File: config.mk
export PLATFORM = sky130hd
export DESIGN_NAME = bank_xlate
export DESIGN_NICKNAME = d
export VERILOG_FILES = /design/src/rtl/bank_xlate_pkg.sv /design/src/rtl/bank_xlate_switches.sv /design/src/rtl/bank_xlate_decode.sv /design/src/rtl/bank_xlate_pipe.sv /design/src/rtl/bank_xlate.sv
export SDC_FILE = /design/constraint.sdc
export NUM_CORES = 1
export LEC_CHECK = 0
export BUFFER_PORTS_ARGS = -buffer_cell sky130_fd_sc_hd__buf_4
export CAP_MARGIN = 40
export CORE_UTILIZATION = 51
export CTS_CLUSTER_DIAMETER = 50
export DETAILED_ROUTE_END_ITERATION = 8
export GPL_ROUTABILITY_DRIVEN = 0
export PLACE_DENSITY_LB_ADDON = 0.25
export SYNTH_ARGS = -nofsm -noshare
export SYNTH_HDL_FRONTEND = slang
export SYNTH_HIERARCHICAL = 1
export SYNTH_SLANG_ARGS = --single-unit
File: constraint.sdc
create_clock -name clk -period 2.1 [get_ports clk]
set_clock_uncertainty 0.2 [all_clocks]
set_input_delay 0.21 -clock clk [delete_from_list [all_inputs] [get_ports clk]]
set_output_delay 0.21 -clock clk [all_outputs]
set_load 0.02 [all_outputs]
File: src/rtl/bank_xlate_pkg.sv
`timescale 1ns/1ps
package bank_xlate_pkg;

  typedef enum logic [1:0] {
    TGT_NONE = 2'd0,
    TGT_RAM  = 2'd1,
    TGT_ROM  = 2'd2
  } tgt_e;

  // Bit order is visible on state_rdata: first member is bit 7.
  typedef struct packed {
    logic       low_alt;
    logic       pg_sel;
    logic       rd_aux;
    logic       wr_aux;
    logic [3:0] spare;
  } state_t;

endpackage

File: src/rtl/bank_xlate_switches.sv
`timescale 1ns/1ps
module bank_xlate_switches
  import bank_xlate_pkg::*;
(
  input  logic       clk,
  input  logic       rst_n,
  input  logic       sw_stb,
  input  logic [7:0] sw_sel,
  input  logic       shadow_we,
  input  logic [7:0] shadow_wdata,
  input  logic       state_we,
  input  logic [7:0] state_wdata,
  output state_t     st_q,
  output logic       pair_q,
  output logic       hires_q,
  output logic       no_text_sh,
  output logic       no_hgr_sh,
  output logic       no_ovl
);

  always_ff @(posedge clk) begin
    if (!rst_n) begin
      st_q       <= '0;
      pair_q     <= 1'b0;
      hires_q    <= 1'b0;
      no_text_sh <= 1'b0;
      no_hgr_sh  <= 1'b0;
      no_ovl     <= 1'b0;
    end else begin
      if (sw_stb) begin
        case (sw_sel)
          8'h00: pair_q     <= 1'b0;
          8'h01: pair_q     <= 1'b1;
          8'h02: st_q.rd_aux  <= 1'b0;
          8'h03: st_q.rd_aux  <= 1'b1;
          8'h04: st_q.wr_aux  <= 1'b0;
          8'h05: st_q.wr_aux  <= 1'b1;
          8'h08: st_q.low_alt <= 1'b0;
          8'h09: st_q.low_alt <= 1'b1;
          8'h54: st_q.pg_sel  <= 1'b0;
          8'h55: st_q.pg_sel  <= 1'b1;
          8'h56: hires_q    <= 1'b0;
          8'h57: hires_q    <= 1'b1;
          default: ;
        endcase
      end
      // A direct load comes later and therefore wins over a strobe.
      if (state_we) st_q <= state_t'(state_wdata);
      if (shadow_we) begin
        no_text_sh <= shadow_wdata[0];
        no_hgr_sh  <= shadow_wdata[1];
        no_ovl     <= shadow_wdata[6];
      end
    end
  end

  // write-steering set strobe is visible on the next edge
  p_wraux_set_r7: assert property (@(posedge clk) disable iff (!rst_n)
    sw_stb && sw_sel == 8'h05 && !state_we |=> st_q.wr_aux);

  // page select clear strobe is visible on the next edge
  p_page2_clr_r9: assert property (@(posedge clk) disable iff (!rst_n)
    sw_stb && sw_sel == 8'h54 && !state_we |=> !st_q.pg_sel);

  // direct load replaces every state bit
  p_state_load_r12: assert property (@(posedge clk) disable iff (!rst_n)
    state_we |=> st_q == state_t'($past(state_wdata)));

endmodule

File: src/rtl/bank_xlate_decode.sv
`timescale 1ns/1ps
module bank_xlate_decode
  import bank_xlate_pkg::*;
#(
  parameter int ADDR_W       = 24,
  parameter int IDX_W        = 24,
  parameter int LINEAR_BANKS = 128,
  parameter int ROM_BANKS    = 4,
  parameter int FAST_BANK    = 8'hE0
) (
  input  logic [ADDR_W-1:0] addr,
  input  logic              we,
  input  state_t            st,
  input  logic              pair,
  input  logic              hires,
  input  logic              no_text_sh,
  input  logic              no_hgr_sh,
  input  logic              no_ovl,
  output tgt_e              kind,
  output logic [IDX_W-1:0]  idx,
  output logic              wen,
  output logic              sh_wen,
  output logic [IDX_W-1:0]  sh_idx
);

  localparam int OFF_W  = 16;
  localparam int BANK_W = ADDR_W - OFF_W;
  localparam logic [BANK_W-1:0] LIN_END   = BANK_W'(LINEAR_BANKS);
  localparam logic [BANK_W-1:0] ROM_FIRST = BANK_W'((1 << BANK_W) - ROM_BANKS);
  localparam logic [BANK_W-1:0] FAST_B    = BANK_W'(FAST_BANK);
  localparam logic [IDX_W-1:0]  FAST_BASE = IDX_W'(LINEAR_BANKS * 65536);
  localparam logic [IDX_W-1:0]  ROM_TOP   = IDX_W'((ROM_BANKS - 1) * 65536);

  logic [BANK_W-1:0] bank, pb;
  logic [OFF_W-1:0]  off;
  logic is_lin, is_fast, is_rom, ovl, in_low, in_text, in_hgr, aux, sh_region;

  assign bank    = addr[ADDR_W-1:OFF_W];
  assign off     = addr[OFF_W-1:0];
  assign is_lin  = bank < LIN_END;
  assign is_rom  = bank >= ROM_FIRST;
  assign is_fast = bank[BANK_W-1:1] == FAST_B[BANK_W-1:1];
  assign ovl     = !no_ovl && (bank[BANK_W-1:1] == '0 || is_fast);
  assign in_low  = off[15:9] == 7'd0;
  assign in_text = off[15:10] == 6'b000001;
  assign in_hgr  = off[15:13] == 3'b001;
  assign sh_region = (in_text && !no_text_sh) || (in_hgr && !no_hgr_sh);

  // Auxiliary steering of the first bank, highest priority first.
  always_comb begin
    if (in_low)                      aux = st.low_alt;
    else if (pair && in_text)        aux = st.pg_sel;
    else if (pair && hires && in_hgr) aux = st.pg_sel;
    else if (off < 16'hC000)         aux = we ? st.wr_aux : st.rd_aux;
    else                             aux = 1'b0;
  end

  assign pb = (bank == '0) ? BANK_W'(aux) : bank;

  always_comb begin
    kind   = TGT_NONE;
    idx    = '0;
    wen    = 1'b0;
    sh_wen = 1'b0;
    sh_idx = '0;
    if (is_rom) begin
      kind = TGT_ROM;
      idx  = IDX_W'({bank - ROM_FIRST, off});
    end else if (ovl && off >= 16'hD000) begin
      kind = TGT_ROM;
      idx  = ROM_TOP + IDX_W'(off);
    end else if (ovl && off[15:12] == 4'hC) begin
      kind = TGT_NONE;
    end else if (is_fast) begin
      kind = TGT_RAM;
      idx  = FAST_BASE + IDX_W'({bank[0], off});
      wen  = we;
    end else if (is_lin) begin
      kind = TGT_RAM;
      idx  = IDX_W'({pb, off});
      wen  = we;
      if (we && pb[BANK_W-1:1] == '0 && sh_region) begin
        sh_wen = 1'b1;
        sh_idx = FAST_BASE + IDX_W'({pb[0], off});
      end
    end
  end

endmodule

File: src/rtl/bank_xlate_pipe.sv
`timescale 1ns/1ps
module bank_xlate_pipe #(
  parameter int W = 8
) (
  input  logic         clk,
  input  logic         rst_n,
  input  logic         in_valid,
  output logic         in_ready,
  input  logic [W-1:0] in_data,
  output logic         out_valid,
  input  logic         out_ready,
  output logic [W-1:0] out_data
);

  assign in_ready = !out_valid || out_ready;

  always_ff @(posedge clk) begin
    if (!rst_n) begin
      out_valid <= 1'b0;
      out_data  <= '0;
    end else if (in_valid && in_ready) begin
      out_valid <= 1'b1;
      out_data  <= in_data;
    end else if (out_ready) begin
      out_valid <= 1'b0;
    end
  end

  // a stalled response does not move or vanish
  p_hold_r13: assert property (@(posedge clk) disable iff (!rst_n)
    out_valid && !out_ready |=> out_valid && $stable(out_data));

  // an accepted request is presented one cycle later
  p_take_r13: assert property (@(posedge clk) disable iff (!rst_n)
    in_valid && in_ready |=> out_valid && out_data == $past(in_data));

endmodule

File: src/rtl/bank_xlate.sv
`timescale 1ns/1ps
module bank_xlate
  import bank_xlate_pkg::*;
#(
  parameter int ADDR_W       = 24,
  parameter int IDX_W        = 24,
  parameter int LINEAR_BANKS = 128,
  parameter int ROM_BANKS    = 4,
  parameter int FAST_BANK    = 8'hE0
) (
  input  logic              clk,
  input  logic              rst_n,
  input  logic              req_valid,
  output logic              req_ready,
  input  logic [ADDR_W-1:0] req_addr,
  input  logic              req_we,
  output logic              rsp_valid,
  input  logic              rsp_ready,
  output logic [1:0]        rsp_kind,
  output logic [IDX_W-1:0]  rsp_index,
  output logic              rsp_we,
  output logic              rsp_sh_we,
  output logic [IDX_W-1:0]  rsp_sh_index,
  input  logic              sw_stb,
  input  logic [7:0]        sw_sel,
  input  logic              shadow_we,
  input  logic [7:0]        shadow_wdata,
  input  logic              state_we,
  input  logic [7:0]        state_wdata,
  output logic [7:0]        state_rdata
);

  localparam int PAY_W = 2 + IDX_W + 1 + 1 + IDX_W;
  localparam logic [IDX_W-1:0] FAST_BASE = IDX_W'(LINEAR_BANKS * 65536);

  state_t st;
  logic pair, hires, no_text_sh, no_hgr_sh, no_ovl;
  tgt_e d_kind;
  logic [IDX_W-1:0] d_idx, d_sh_idx;
  logic d_wen, d_sh_wen;
  logic [PAY_W-1:0] pay_in, pay_out;

  bank_xlate_switches u_sw (
    .clk(clk), .rst_n(rst_n), .sw_stb(sw_stb), .sw_sel(sw_sel),
    .shadow_we(shadow_we), .shadow_wdata(shadow_wdata),
    .state_we(state_we), .state_wdata(state_wdata),
    .st_q(st), .pair_q(pair), .hires_q(hires),
    .no_text_sh(no_text_sh), .no_hgr_sh(no_hgr_sh), .no_ovl(no_ovl)
  );

  bank_xlate_decode #(
    .ADDR_W(ADDR_W), .IDX_W(IDX_W), .LINEAR_BANKS(LINEAR_BANKS),
    .ROM_BANKS(ROM_BANKS), .FAST_BANK(FAST_BANK)
  ) u_dec (
    .addr(req_addr), .we(req_we), .st(st), .pair(pair), .hires(hires),
    .no_text_sh(no_text_sh), .no_hgr_sh(no_hgr_sh), .no_ovl(no_ovl),
    .kind(d_kind), .idx(d_idx), .wen(d_wen), .sh_wen(d_sh_wen), .sh_idx(d_sh_idx)
  );

  assign pay_in = {d_kind, d_idx, d_wen, d_sh_wen, d_sh_idx};

  bank_xlate_pipe #(.W(PAY_W)) u_pipe (
    .clk(clk), .rst_n(rst_n),
    .in_valid(req_valid), .in_ready(req_ready), .in_data(pay_in),
    .out_valid(rsp_valid), .out_ready(rsp_ready), .out_data(pay_out)
  );

  assign {rsp_kind, rsp_index, rsp_we, rsp_sh_we, rsp_sh_index} = pay_out;
  assign state_rdata = st;

  // a ROM target never carries a write enable
  p_rom_ro_r3: assert property (@(posedge clk) disable iff (!rst_n)
    rsp_valid && rsp_kind == TGT_ROM |-> !rsp_we);

  // a shadow write rides on a RAM primary write and lands in the fast banks
  p_shadow_pair_r6: assert property (@(posedge clk) disable iff (!rst_n)
    rsp_valid && rsp_sh_we |-> rsp_we && rsp_kind == TGT_RAM && rsp_sh_index >= FAST_BASE);

endmodule

==> impl_metrics.csv <==
group,metric,value,unit
status,run_status,"finished clean",
job,cap_violations,0,
setup_path,cp_max_fo,5,
power,power_density,677,nW/um^2
grt,grt_usage,23.5,%
floorplanning,die-area,7300,sq um
routing,vias,3182,
synthesis,ys_ff_latch,66,
timing,relSlewSlack,61.9,%
setup_path,critical_path.cell_chain,"dlygate4sd3_1, buf_4, nor4bb_1, nand4_1, nand3_1, dlygate4sd3_1",
clocking,cts_tree,"yes",
finish,fin_nets,589,
hold_path,min_to,"u_sw/st_q[5]$_SDFFE_PN0P_",
clocking,clk_pin_slew_worst_paths,0.08,ns
placed_design,hpwl,6100,um
synthesis,avgSynthCellArea,8.79,sq um
synthesis,synth_area,3550,sq um
timing,rsz0062_at_grt,"no",
clocking,clk_latency,0.34,ns
setup_path,cp.arrival,2.05,ns
grt,gr-total-overflow,0,
routing,drc,0,
setup_path,required,2.19,ns
power,vdd_drop_max,377,uV
synthesis,synth.most_common_cell,"nand2_1",
setup_path,r2r_end,"u_pipe/out_data[26]$_SDFFE_PN0P_",
routing,via_per_inst,5.17,
synthesis,synth_cell_types,51,
synthesis,synth_warnings,6,
clocking,clock_sink_count,66,
setup_path,rr_startpoint,"u_sw/no_ovl$_SDFFE_PN0P_",
setup_path,cp-start-kind,"input pin",
timing,fin_crit,1.96,ns
grt,grt_max_degree,61,
power,power_leakage,2.22,nW
timing,tns,0,ns
finish,syn2layout_area_growth,35.3,%
hold_path,hp-class,"input pin to flop",
routing,routedWlPerCell,13.8,um
grt,grt_pass1_wl,13600,um
floorplanning,fp-row-count,30,
synthesis,synth_area_leaders,"dfxtp_1 37%, mux2i_1 17%, nand2_1 12%",
routing,drt_iter0_drc,124,
finish,final_cells,616,
floorplanning,die_h,85.4,um
finish,fillerInstances,549,
timing,hold_viol,0,
setup_path,rrSetupSlack,0.18,ns
synthesis,synth_top_area_cell,"dfxtp_1",
placed_design,placed_cell_area,4360,sq um
synthesis,yosys_most_used_dff,"dfxtp_1",
routing,drt_wl_total,8510,um
setup_path,slowest_delay,0.55,ns
timing,fmax,509,MHz
floorplanning,initial_utilization,52.6,%
synthesis,yosysTopAreaCellShare,37.2,%
synthesis,synth-edff-count,0,
hold_path,hold_path_startpoint,"state_wdata[5]",
hold_path,min_path_cells,3,
timing,drv_slew,0,
setup_path,cp-end-kind,"flop",
grt,first_global_vias,3051,
placed_design,dp_cells,582,
clocking,clock_path_buffers,2,
finish,final_design_area_no_fill,4800,sq um
floorplanning,core-area,6760,sq um
routing,ant_nets,0,
floorplanning,die_width,85.4,um
synthesis,ys_seq_area_share,37.2,%
synthesis,ys_top_cells_by_count,"112 x nand2_1, 66 x dfxtp_1, 60 x mux2i_1, 31 x and2_1, 13 x nor2_1",
clocking,cts_buffers,9,
finish,drive_gt1_share,28.7,%
placed_design,port_buffers,112,
timing,worst_pin_slew,0.572,ns
setup_path,cpMostUsedCell,"dlygate4sd3_1",
routing,drtPass1Iterations,4,
grt,grt_antenna_before_repair,0,
floorplanning,io_pins,118,
setup_path,crit_slowest_cell,"dlygate4sd3_1",
synthesis,async_reset_ff_share,0,%
clocking,root_buffer,"clkbuf_8",
finish,antenna_cells,0,
setup_path,path_class,"input pin to flop",
clocking,cts_max_level,3,
clocking,cts_resized,0,
timing,setup_viol,0,
timing,finalCritPeriodShare,93.5,%
synthesis,synthCells,404,
setup_path,reg2regPathDepth,7,
[metal layers]
layer | vias up | part of all wire, % | global-route usage, %
li1 | 1602 | - | -
met1 | 1487 | 43 | 27.5
met2 | 85 | 51 | 42.3
met3 | 8 | 4.9 | 5.93
met4 | 0 | 0.94 | 6.67
met5 | - | 0 | 0
[sequential cells by signal, summed over array words and instances, names as in the netlist]
| name | flops |
|---|---|
| u_pipe/out_data | 52 |
| u_sw/st_q | 8 |
| u_pipe/out_valid | 1 |
| u_sw/hires_q | 1 |
| u_sw/no_hgr_sh | 1 |
| u_sw/no_ovl | 1 |
| u_sw/no_text_sh | 1 |
| u_sw/pair_q | 1 |
[placed cells by master (no fill, tap or decap), types with 2 or more instances in the layout]
cell and count:
a21boi_0 4, a31oi_1 4, dlygate4sd3_1 18, nor4b_4 2
o2111ai_1 2, and2_1 31, o21ai_0 7, o22ai_1 2
clkbuf_8 9, dfxtp_1 66, buf_4 122, a211o_1 2
and3_1 3, bufinv_16 4, buf_12 2, a21oi_1 3
nor3_1 5, nor2_1 13, nor2b_1 2, conb_1 8
nand3_1 7, nand2_1 112, ha_1 2, nand3b_1 4
a41o_1 2, mux2i_1 60, nor4_4 3, o2bb2ai_1 2
inv_1 11
[cell families after synthesis]
| kind of cell | synth area share (%) |
|---|---|
| fa+ha+maj | 0.705 |
| buf+inv | 8.88 |
| flops | 37.2 |
| mux | 16.9 |
| simple gates | 28.4 |
| other cells | 0.106 |
| compound gates | 7.82 |
[power by group]
| group | switching (mW) | internal (mW) |
|---|---|---|
| sequential | 0.0258 | 1.30 |
| combinational | 0.262 | 0.245 |
| clock | 0.509 | 0.914 |
| total | 0.797 | 2.45 |
[repair_timing]
| action | 4_1_cts | 5_1_grt |
|---|---|---|
| endpoints found under the hold margin | 12 | 0 |
| setup buffers | 0 | 0 |
| hold buffers | 18 | 0 |
[metrics by stage]
stage	hold slack (ns)	setup slack, ns	utilization (%)	total power [mW]
floorplan	0.149	0.277	-	1.65
global placement	0.241	0.0437	64.5	1.81
detailed placement	0.248	0.0413	64.5	1.83
CTS	0.00531	0.171	71.1	3.28
global route	0.0126	0.0407	71.1	3.38
finish	0.0238	0.137	71.1	3.25
[layout make-up]
cell class / instances / area, sq um / area share, %
tap: 80 / 100 / 2.08
clock inverter: 6 / 136 / 2.84
sequential: 66 / 1320 / 27.5
multi-input combinational: 301 / 1940 / 40.4
inverter: 11 / 41.3 / 0.860
timing repair buffer: 142 / 1140 / 23.7
clock buffer: 10 / 128 / 2.66
[worst max-delay path by stage]
stage / startpoint / endpoint / cells after the start
final: sw_sel[0] / u_sw/st_q[4]$_SDFFE_PN0P_ / 6
after detailed placement: req_addr[17] / u_pipe/out_data[8]$_SDFFE_PN0P_ / 7
after global placement: req_addr[17] / u_pipe/out_data[16]$_SDFFE_PN0P_ / 8
after floorplan: req_addr[17] / u_pipe/out_data[10]$_SDFFE_PN0P_ / 6
after global routing: u_sw/no_ovl$_SDFFE_PN0P_ / u_pipe/out_data[38]$_SDFFE_PN0P_ / 7
after CTS: u_sw/no_ovl$_SDFFE_PN0P_ / u_pipe/out_data[36]$_SDFFE_PN0P_ / 7
[critical path, delay by kind of cell]
kind	cells	cell delay (ns)
simple gates	3	0.61
buf+inv	3	1.23
Power figures use the tool's default switching activity.
